--- config.mk ---
export PLATFORM = sky130hd
export DESIGN_NAME = dma4_engine
export DESIGN_NICKNAME = d
export VERILOG_FILES = /design/src/rtl/dma4_pkg.sv /design/src/rtl/dma4_chan_regs.sv /design/src/rtl/dma4_prio_arb.sv /design/src/rtl/dma4_mover.sv /design/src/rtl/dma4_engine.sv
export SDC_FILE = /design/constraint.sdc
export NUM_CORES = 2
export LEC_CHECK = 0
export ABC_AREA = 1
export BUFFER_PORTS_ARGS = -buffer_cell sky130_fd_sc_hd__buf_2
export CORE_MARGIN = 2
export CORE_UTILIZATION = 50
export DETAILED_ROUTE_END_ITERATION = 8
export PLACE_DENSITY = 0.77
export SLEW_MARGIN = 20
export SYNTH_ARGS = -nofsm -noshare
export SYNTH_HDL_FRONTEND = slang
export SYNTH_SLANG_ARGS = --single-unit
--- constraint.sdc ---
create_clock -name clk -period 12.25 [get_ports clk]
set_clock_uncertainty 0.05 [all_clocks]
set_input_delay 1.8375 -clock clk [delete_from_list [all_inputs] [get_ports clk]]
set_output_delay 1.8375 -clock clk [all_outputs]
set_load 0.1 [all_outputs]
--- src/rtl/dma4_pkg.sv ---
package dma4_pkg;
    localparam int WORD_W  = 32;
    localparam int MADDR_W = 64;
    localparam int MDATA_W = 64;
    localparam int CNT_W   = 16;

    // control word field positions
    localparam int CTL_EN   = 31;
    localparam int CTL_SZHI = 26;
    localparam int CTL_SZLO = 25;
    localparam int CTL_DINC = 24;
    localparam int CTL_SINC = 23;
    localparam int CTL_DOWN = 2;

    typedef enum logic [2:0] {
        SL_CTRL   = 3'd0,
        SL_COUNT  = 3'd1,
        SL_SRC_HI = 3'd2,
        SL_SRC_LO = 3'd3,
        SL_DST_HI = 3'd4,
        SL_DST_LO = 3'd5,
        SL_LST_HI = 3'd6,
        SL_LST_LO = 3'd7
    } slot_e;

    typedef struct packed {
        logic [WORD_W-1:0]  ctrl;
        logic [WORD_W-1:0]  count;
        logic [MADDR_W-1:0] src;
        logic [MADDR_W-1:0] dst;
        logic [MADDR_W-1:0] lst;
    } chan_regs_t;

    typedef enum logic [1:0] {
        MV_IDLE   = 2'd0,
        MV_READ   = 2'd1,
        MV_WRITE  = 2'd2,
        MV_FINISH = 2'd3
    } mv_state_e;
endpackage

--- src/rtl/dma4_chan_regs.sv ---
module dma4_chan_regs
    import dma4_pkg::*;
(
    input  logic              clk,
    input  logic              rst_n,
    input  logic              wr_en,
    input  logic [2:0]        wr_slot,
    input  logic [WORD_W-1:0] wr_data,
    input  logic              clr_en,
    output chan_regs_t        regs
);
    chan_regs_t r_d, r_q;

    always_comb begin
        r_d = r_q;
        if (wr_en) begin
            case (slot_e'(wr_slot))
                SL_CTRL:   r_d.ctrl         = wr_data;
                SL_COUNT:  r_d.count        = wr_data;
                SL_SRC_HI: r_d.src[63:32]   = wr_data;
                SL_SRC_LO: r_d.src[31:0]    = wr_data;
                SL_DST_HI: r_d.dst[63:32]   = wr_data;
                SL_DST_LO: r_d.dst[31:0]    = wr_data;
                SL_LST_HI: r_d.lst[63:32]   = wr_data;
                SL_LST_LO: r_d.lst[31:0]    = wr_data;
                default:   r_d              = r_q;
            endcase
        end
        // completion wins over a same-cycle bus write
        if (clr_en) r_d.ctrl[CTL_EN] = 1'b0;
    end

    always_ff @(posedge clk) begin
        if (!rst_n) r_q <= '0;
        else        r_q <= r_d;
    end

    assign regs = r_q;

    assert_hi_keeps_lo_R3: assert property (@(posedge clk) disable iff (!rst_n)
        (wr_en && wr_slot == 3'(SL_SRC_HI)) |=> (regs.src[31:0] == $past(regs.src[31:0])));

    assert_lo_keeps_hi_R3: assert property (@(posedge clk) disable iff (!rst_n)
        (wr_en && wr_slot == 3'(SL_DST_LO)) |=> (regs.dst[63:32] == $past(regs.dst[63:32])));
endmodule

--- src/rtl/dma4_prio_arb.sv ---
module dma4_prio_arb #(
    parameter int NUM_CH = 4,
    parameter int IDX_W  = 2
) (
    input  logic [NUM_CH-1:0] req,
    output logic              gnt_vld,
    output logic [IDX_W-1:0]  gnt_idx
);
    always_comb begin
        gnt_vld = 1'b0;
        gnt_idx = '0;
        for (int i = NUM_CH - 1; i >= 0; i--) begin
            if (req[i]) begin
                gnt_vld = 1'b1;
                gnt_idx = IDX_W'(i);
            end
        end
    end
endmodule

--- src/rtl/dma4_mover.sv ---
module dma4_mover
    import dma4_pkg::*;
#(
    parameter int IDX_W = 2
) (
    input  logic               clk,
    input  logic               rst_n,
    input  logic               req_vld,
    input  logic [IDX_W-1:0]   req_ch,
    input  logic [WORD_W-1:0]  cfg_ctrl,
    input  logic [CNT_W-1:0]   cfg_cnt,
    input  logic [MADDR_W-1:0] cfg_src,
    input  logic [MADDR_W-1:0] cfg_dst,
    output logic               busy,
    output logic               fin,
    output logic [IDX_W-1:0]   fin_ch,
    output logic               mem_req,
    output logic               mem_we,
    output logic [MADDR_W-1:0] mem_addr,
    output logic [1:0]         mem_size,
    output logic [MDATA_W-1:0] mem_wdata,
    input  logic               mem_gnt,
    input  logic [MDATA_W-1:0] mem_rdata
);
    typedef struct packed {
        mv_state_e          st;
        logic [IDX_W-1:0]   ch;
        logic [MADDR_W-1:0] src;
        logic [MADDR_W-1:0] dst;
        logic [CNT_W-1:0]   rem;
        logic [1:0]         code;
        logic               sinc;
        logic               dinc;
        logic               down;
        logic [MDATA_W-1:0] data;
    } mv_t;

    mv_t s_d, s_q;

    function automatic logic [MADDR_W-1:0] next_addr(
        input logic [MADDR_W-1:0] a, input logic [1:0] code,
        input logic step, input logic down);
        logic [MADDR_W-1:0] amt;
        amt = MADDR_W'(1) << code;
        if (!step)     return a;
        else if (down) return a - amt;
        else           return a + amt;
    endfunction

    function automatic logic [MDATA_W-1:0] lane_mask(input logic [1:0] code);
        if (code == 2'd3) return '1;
        else              return (MDATA_W'(1) << (8 << code)) - MDATA_W'(1);
    endfunction

    always_comb begin
        s_d = s_q;
        case (s_q.st)
            MV_IDLE: begin
                if (req_vld) begin
                    s_d.ch   = req_ch;
                    s_d.src  = cfg_src;
                    s_d.dst  = cfg_dst;
                    s_d.rem  = cfg_cnt;
                    s_d.code = cfg_ctrl[CTL_SZHI:CTL_SZLO];
                    s_d.sinc = cfg_ctrl[CTL_SINC];
                    s_d.dinc = cfg_ctrl[CTL_DINC];
                    s_d.down = cfg_ctrl[CTL_DOWN];
                    s_d.st   = (cfg_cnt == '0) ? MV_FINISH : MV_READ;
                end
            end
            MV_READ: begin
                if (mem_gnt) begin
                    s_d.data = mem_rdata & lane_mask(s_q.code);
                    s_d.st   = MV_WRITE;
                end
            end
            MV_WRITE: begin
                if (mem_gnt) begin
                    s_d.src = next_addr(s_q.src, s_q.code, s_q.sinc, s_q.down);
                    s_d.dst = next_addr(s_q.dst, s_q.code, s_q.dinc, s_q.down);
                    s_d.rem = s_q.rem - CNT_W'(1);
                    s_d.st  = (s_q.rem == CNT_W'(1)) ? MV_FINISH : MV_READ;
                end
            end
            default: s_d.st = MV_IDLE;
        endcase
    end

    always_ff @(posedge clk) begin
        if (!rst_n) s_q <= '0;
        else        s_q <= s_d;
    end

    assign busy      = (s_q.st != MV_IDLE);
    assign fin       = (s_q.st == MV_FINISH);
    assign fin_ch    = s_q.ch;
    assign mem_req   = (s_q.st == MV_READ) || (s_q.st == MV_WRITE);
    assign mem_we    = (s_q.st == MV_WRITE);
    assign mem_addr  = (s_q.st == MV_WRITE) ? s_q.dst : s_q.src;
    assign mem_size  = s_q.code;
    assign mem_wdata = s_q.data;

    assert_req_hold_R11: assert property (@(posedge clk) disable iff (!rst_n)
        (mem_req && !mem_gnt) |=> (mem_req && $stable(mem_addr) && $stable(mem_we)));

    assert_read_then_write_R11: assert property (@(posedge clk) disable iff (!rst_n)
        (mem_req && !mem_we && mem_gnt) |=> (mem_req && mem_we));

    assert_narrow_lanes_R5: assert property (@(posedge clk) disable iff (!rst_n)
        (mem_req && mem_we && mem_size != 2'd3) |-> ((mem_wdata >> (8 << mem_size)) == '0));

    assert_zero_count_R9: assert property (@(posedge clk) disable iff (!rst_n)
        (req_vld && !busy && cfg_cnt == '0) |=> (fin && !mem_req));
endmodule

--- src/rtl/dma4_engine.sv ---
module dma4_engine
    import dma4_pkg::*;
#(
    parameter int NUM_CH = 4,
    localparam int IDX_W  = (NUM_CH > 1) ? $clog2(NUM_CH) : 1,
    localparam int RA_W   = $clog2(NUM_CH * 8) + 1
) (
    input  logic               clk,
    input  logic               rst_n,
    input  logic               reg_sel,
    input  logic               reg_wr,
    input  logic [RA_W-1:0]    reg_addr,
    input  logic [WORD_W-1:0]  reg_wdata,
    output logic [WORD_W-1:0]  reg_rdata,
    output logic               mem_req,
    output logic               mem_we,
    output logic [MADDR_W-1:0] mem_addr,
    output logic [1:0]         mem_size,
    output logic [MDATA_W-1:0] mem_wdata,
    input  logic               mem_gnt,
    input  logic [MDATA_W-1:0] mem_rdata
);
    localparam logic [RA_W-1:0] STAT_OFS = RA_W'(NUM_CH * 8);

    chan_regs_t         regs_arr [NUM_CH];
    logic [NUM_CH-1:0]  en_vec;
    logic [NUM_CH-1:0]  stat_d, stat_q;
    logic               chan_hit;
    logic [IDX_W-1:0]   acc_ch;
    logic [2:0]         acc_slot;
    logic               arb_vld, mv_busy, mv_fin;
    logic [IDX_W-1:0]   arb_idx, mv_fin_ch;

    assign chan_hit = (reg_addr < STAT_OFS);
    assign acc_ch   = reg_addr[IDX_W+2:3];
    assign acc_slot = reg_addr[2:0];

    for (genvar i = 0; i < NUM_CH; i++) begin : g_chan
        logic wr_here;
        assign wr_here = reg_sel && reg_wr && chan_hit && (acc_ch == IDX_W'(i));
        dma4_chan_regs u_regs (
            .clk     (clk),
            .rst_n   (rst_n),
            .wr_en   (wr_here),
            .wr_slot (acc_slot),
            .wr_data (reg_wdata),
            .clr_en  (mv_fin && (mv_fin_ch == IDX_W'(i))),
            .regs    (regs_arr[i])
        );
        assign en_vec[i] = regs_arr[i].ctrl[CTL_EN];
    end

    dma4_prio_arb #(.NUM_CH(NUM_CH), .IDX_W(IDX_W)) u_arb (
        .req     (en_vec),
        .gnt_vld (arb_vld),
        .gnt_idx (arb_idx)
    );

    dma4_mover #(.IDX_W(IDX_W)) u_mover (
        .clk       (clk),
        .rst_n     (rst_n),
        .req_vld   (arb_vld),
        .req_ch    (arb_idx),
        .cfg_ctrl  (regs_arr[arb_idx].ctrl),
        .cfg_cnt   (regs_arr[arb_idx].count[CNT_W-1:0]),
        .cfg_src   (regs_arr[arb_idx].src),
        .cfg_dst   (regs_arr[arb_idx].dst),
        .busy      (mv_busy),
        .fin       (mv_fin),
        .fin_ch    (mv_fin_ch),
        .mem_req   (mem_req),
        .mem_we    (mem_we),
        .mem_addr  (mem_addr),
        .mem_size  (mem_size),
        .mem_wdata (mem_wdata),
        .mem_gnt   (mem_gnt),
        .mem_rdata (mem_rdata)
    );

    // done flags: write-one-to-clear, completion sets and wins
    always_comb begin
        stat_d = stat_q;
        if (reg_sel && reg_wr && reg_addr == STAT_OFS)
            stat_d = stat_q & ~reg_wdata[NUM_CH-1:0];
        if (mv_fin)
            stat_d[mv_fin_ch] = 1'b1;
    end

    always_ff @(posedge clk) begin
        if (!rst_n) stat_q <= '0;
        else        stat_q <= stat_d;
    end

    always_comb begin
        reg_rdata = '0;
        if (chan_hit) begin
            case (slot_e'(acc_slot))
                SL_CTRL:   reg_rdata = regs_arr[acc_ch].ctrl;
                SL_COUNT:  reg_rdata = regs_arr[acc_ch].count;
                SL_SRC_HI: reg_rdata = regs_arr[acc_ch].src[63:32];
                SL_SRC_LO: reg_rdata = regs_arr[acc_ch].src[31:0];
                SL_DST_HI: reg_rdata = regs_arr[acc_ch].dst[63:32];
                SL_DST_LO: reg_rdata = regs_arr[acc_ch].dst[31:0];
                SL_LST_HI: reg_rdata = regs_arr[acc_ch].lst[63:32];
                SL_LST_LO: reg_rdata = regs_arr[acc_ch].lst[31:0];
                default:   reg_rdata = '0;
            endcase
        end else if (reg_addr == STAT_OFS) begin
            reg_rdata = WORD_W'(stat_q);
        end
    end

    assert_fin_clears_enable_R8: assert property (@(posedge clk) disable iff (!rst_n)
        mv_fin |=> (!en_vec[$past(mv_fin_ch)] && stat_q[$past(mv_fin_ch)]));

    assert_no_mem_while_idle_R10: assert property (@(posedge clk) disable iff (!rst_n)
        !mv_busy |-> !mem_req);
endmodule

==> summary.md <==
| Metric | Value |
|---|---|
| Highest clock rate | `0.1235 GHz` |
| Initial Util | `0.5030` |
| Gr usage total | `0.4270` |
| CTS Buffer Depth | `3` |
| Critical Path RT | `10.36 ns` |
| DRT Pass-1 Iters | `8` |
| Synth async-reset ratio | `0` |
| H-tree levels | `4` |
| Ys flop type | `dfxtp_1` |
| Multi-input gate area in the final layout | `35,100 um2` |
| Layout cells sized above 1 | `0.07790` |
| Seq/Total Area, Yosys | `0.3774` |
| Routed vias | `73,773` |
| Antenna violations before repair | `21` |
| Yosys cell types | `57` |
| Post-synth EDFFs | `0` |
| Reg-to-reg startpoint | `g_chan[3].u_regs.regs[255]` |
| Worst-Margin Slew | `1.323 ns` |
| Pin count of the biggest net entering global routing | `245` |
| Synth Area per Inst | `between 6 and 7 um2` |
| Critical path arrival | `6.21 ns` |
| Total power | `about 11 mW` |
| Clock Latency Late Sink | `just over 0.8 ns` |
| WHS | `between 0.4 and 0.5 ns` |
| Max rail drop VDD | `0.1244 mV` |
| Clock buffer count from CTS | `roughly 140` |
| Vias per inst | `6.447` |
| RR Endpoint | `u_mover.s_q[140]` |
| Most common cell after layout, fill and taps aside | `nor2_1` |
| Total negative slack | `0 ns` |
| # IOs | `~270` |
| Status | `completed` |
| Hpwl dp | `195.1 mm` |
| DRT iter0 DRCs | `between 10,000 and 15,000` |
| # DRC | `0` |
| Mapped Cells | `9,880` |
| Row Count | `133` |
| Layout Nets | `between 9,000 and 10,000` |
| Cts-stage hold buffer count | `0` |
| Placed Instance Area | `67,030 um2` |
| Setup Fix Bufs, Post-CTS | `0` |
| Fill count | `12,725` |
| Port-buffer cells | `270` |
| RSZ-0062 raised after global routing | `no` |
| First-pass GRT wire length | `437.2 mm` |
| WL met3 | `45.11 mm` |
| DR WL met2 | `123.3 mm` |
| Most frequent cells in the layout | `1,817 x nor2_1, 1,691 x o21ai_0, 1,244 x dfxtp_1` |
| RePlAce Congestion | `1.034` |
| Die ar. | `135,000 um2` |
| TritonCTS clock tree | `yes` |
| Worst Setup SP | `reg_addr[4]` |
| Vias in the first global route | `approximately 67,000` |
| Yosys reg bits | `1,245` |
| Max-cap violation count | `0` |
| Met1 wire length | `107.0 mm` |
| Fin crit period | `8.099 ns` |
| Reg2Reg Setup Slack | `7.34 ns` |
| Critical Path End | `reg_rdata[26]` |
| Slew headroom | `0.1085` |
| FF-to-FF path depth | `11` |
| Final period util | `0.6612` |
| Routed Antenna Nets | `0` |
| Largest fanout on the critical path | `63` |
| Average wire per cell in the routed design | `26.41 um` |
| Die span in y | `about 370 um` |
| CP Launch Type | `input port` |
| Area growth, synth to finish | `8.769%` |
| Clock Pin Slew Worst Setup and Hold Paths | `0.06 ns` |
| Setup violators final | `0` |
| Wirelength, routed | `302.2 mm` |
| Final slew viol count | `0` |
| Final WS setup | `4.151 ns` |
| Storage element area | `roughly 25,000 um2` |
| Pwr dens | `between 150 and 200 nW/um2` |
| Core area | `~130,000 um2` |
| Synthesis warning total | `0` |
| Hold Crit Class | `flop to flop` |
| Final Hold Vio Count | `0` |
| Type of the worst setup path | `input port to output pin` |
| Mapped cell area | `66,050 um2` |
| Clock Sinks | `about 1,200` |
| Root Buffer | `clkbuf_16` |
| DP Worst Slack | `4.374 ns` |
| Leak | `around 30 nW` |
| Post-Syn Nets | `between 10,000 and 15,000` |
| Die W | `between 300 and 400 um` |
| Grt ovf | `0` |
| Post-cts resize count | `0` |
| CP endpoint kind | `output pin` |
| Final instance area | `between 70,000 and 80,000 um2` |
| Top routing layer in use | `met5` |
## power breakdown
part | total (mW) | internal (mW) | switching, mW | leakage (nW)
Clock | 4.39 | 2.52 | 1.87 | 2.31
Sequential | 4.42 | 4.22 | 0.193 | 10.0
Combinational | 2.24 | 0.481 | 1.76 | 17.2
## cell families (layout without fill, tap and decap cells)
logic type	count (synthesis)	in the layout	synth area share
buffers and inverters	1527	1326	0.09425
DFF	1245	1245	0.3774
other	0	9	0
AOI/OAI and AO/OA	3460	3460	0.2873
xor gates and xnor gates	25	25	0.003315
and+or+nand+nor	3485	3485	0.2116
adders and majority gates	138	138	0.02614
## layout make-up
type,instances,share of cell area
repair buffers,372,0.03057
well taps,1755,0.03057
multi-input cells,7108,0.4887
inverters,707,0.03732
clock buffers,196,0.05648
flip-flops and latches,1245,0.3470
diodes,9,0.0003135
clock inverters,51,0.009144
## critical path, stage by stage
cell and delay [ns]:
buf_2 0.24, nand2_4 0.40, inv_6 0.62, buf_4 0.70, a22oi_1 0.16, a21oi_1 0.53
a211oi_1 0.10, a311oi_1 0.84, buf_4 0.25, buf_2 0.43
## sequential cells by signal (all words and copies together) (netlist names)
name and flops:
g_chan.u_regs.regs 1024, u_mover.s_q 149, u_mover.mem_wdata 64, stat_q 4
u_mover.fin_ch 2, u_mover.mem_size 2
## per-stage QoR
stage	instances	util
finish	11443	0.5472
global route	11434	0.5470
CTS	11432	0.5465
detailed placement	11185	0.5105
global placement	11185	0.5105
floorplan	9880	-
## cell usage after synthesis (16+ instances only)
cell	instances	area (um2)
nand2_2	25	156.4
o21bai_1	19	142.6
ha_1	138	1727
inv_1	654	2455
nand3b_1	26	195.2
nor4_1	43	269.0
o21a_1	26	195.2
a41oi_1	16	140.1
nand3_1	235	1176
dfxtp_1	1245	24920
o21ai_0	1694	8478
o22ai_1	268	1677
buf_1	77	289.0
a31oi_1	67	419.2
a22oi_1	324	2432
buf_4	83	623.1
nor2_1	1841	6910
nand2_1	1176	4414
clkbuf_1	527	1978
a21oi_1	944	4725
xor2_1	19	166.4
nand4_1	22	137.6
inv_2	49	183.9
nor3_1	62	310.3
buf_2	129	645.6
o211ai_1	22	165.2
o21ai_1	19	95.09
## worst min path at each step
| stage | start | to | slack [ns] | depth (start not counted) |
|---|---|---|---|---|
| floorplan | g_chan[0].u_regs.regs[10] | g_chan[0].u_regs.regs[10] | 0.38 | 2 |
| global placement | g_chan[3].u_regs.regs[25] | g_chan[3].u_regs.regs[25] | 0.39 | 2 |
| detailed placement | g_chan[3].u_regs.regs[22] | g_chan[3].u_regs.regs[22] | 0.40 | 2 |
| CTS | g_chan[2].u_regs.regs[27] | g_chan[2].u_regs.regs[27] | 0.41 | 2 |
| global route | g_chan[1].u_regs.regs[23] | g_chan[1].u_regs.regs[23] | 0.42 | 2 |
| finish | g_chan[1].u_regs.regs[22] | g_chan[1].u_regs.regs[22] | 0.40 | 2 |
## metal layers
| layer | global-route usage | vias up |
|---|---|---|
| li1 | - | 32750 |
| met1 | 0.5204 | 33929 |
| met3 | 0.1569 | 1351 |
| met4 | 0.3106 | 20 |
| met2 | 0.6155 | 5723 |
| met5 | 0.004630 | - |
Note: power is estimated with default switching activity, not from simulation.
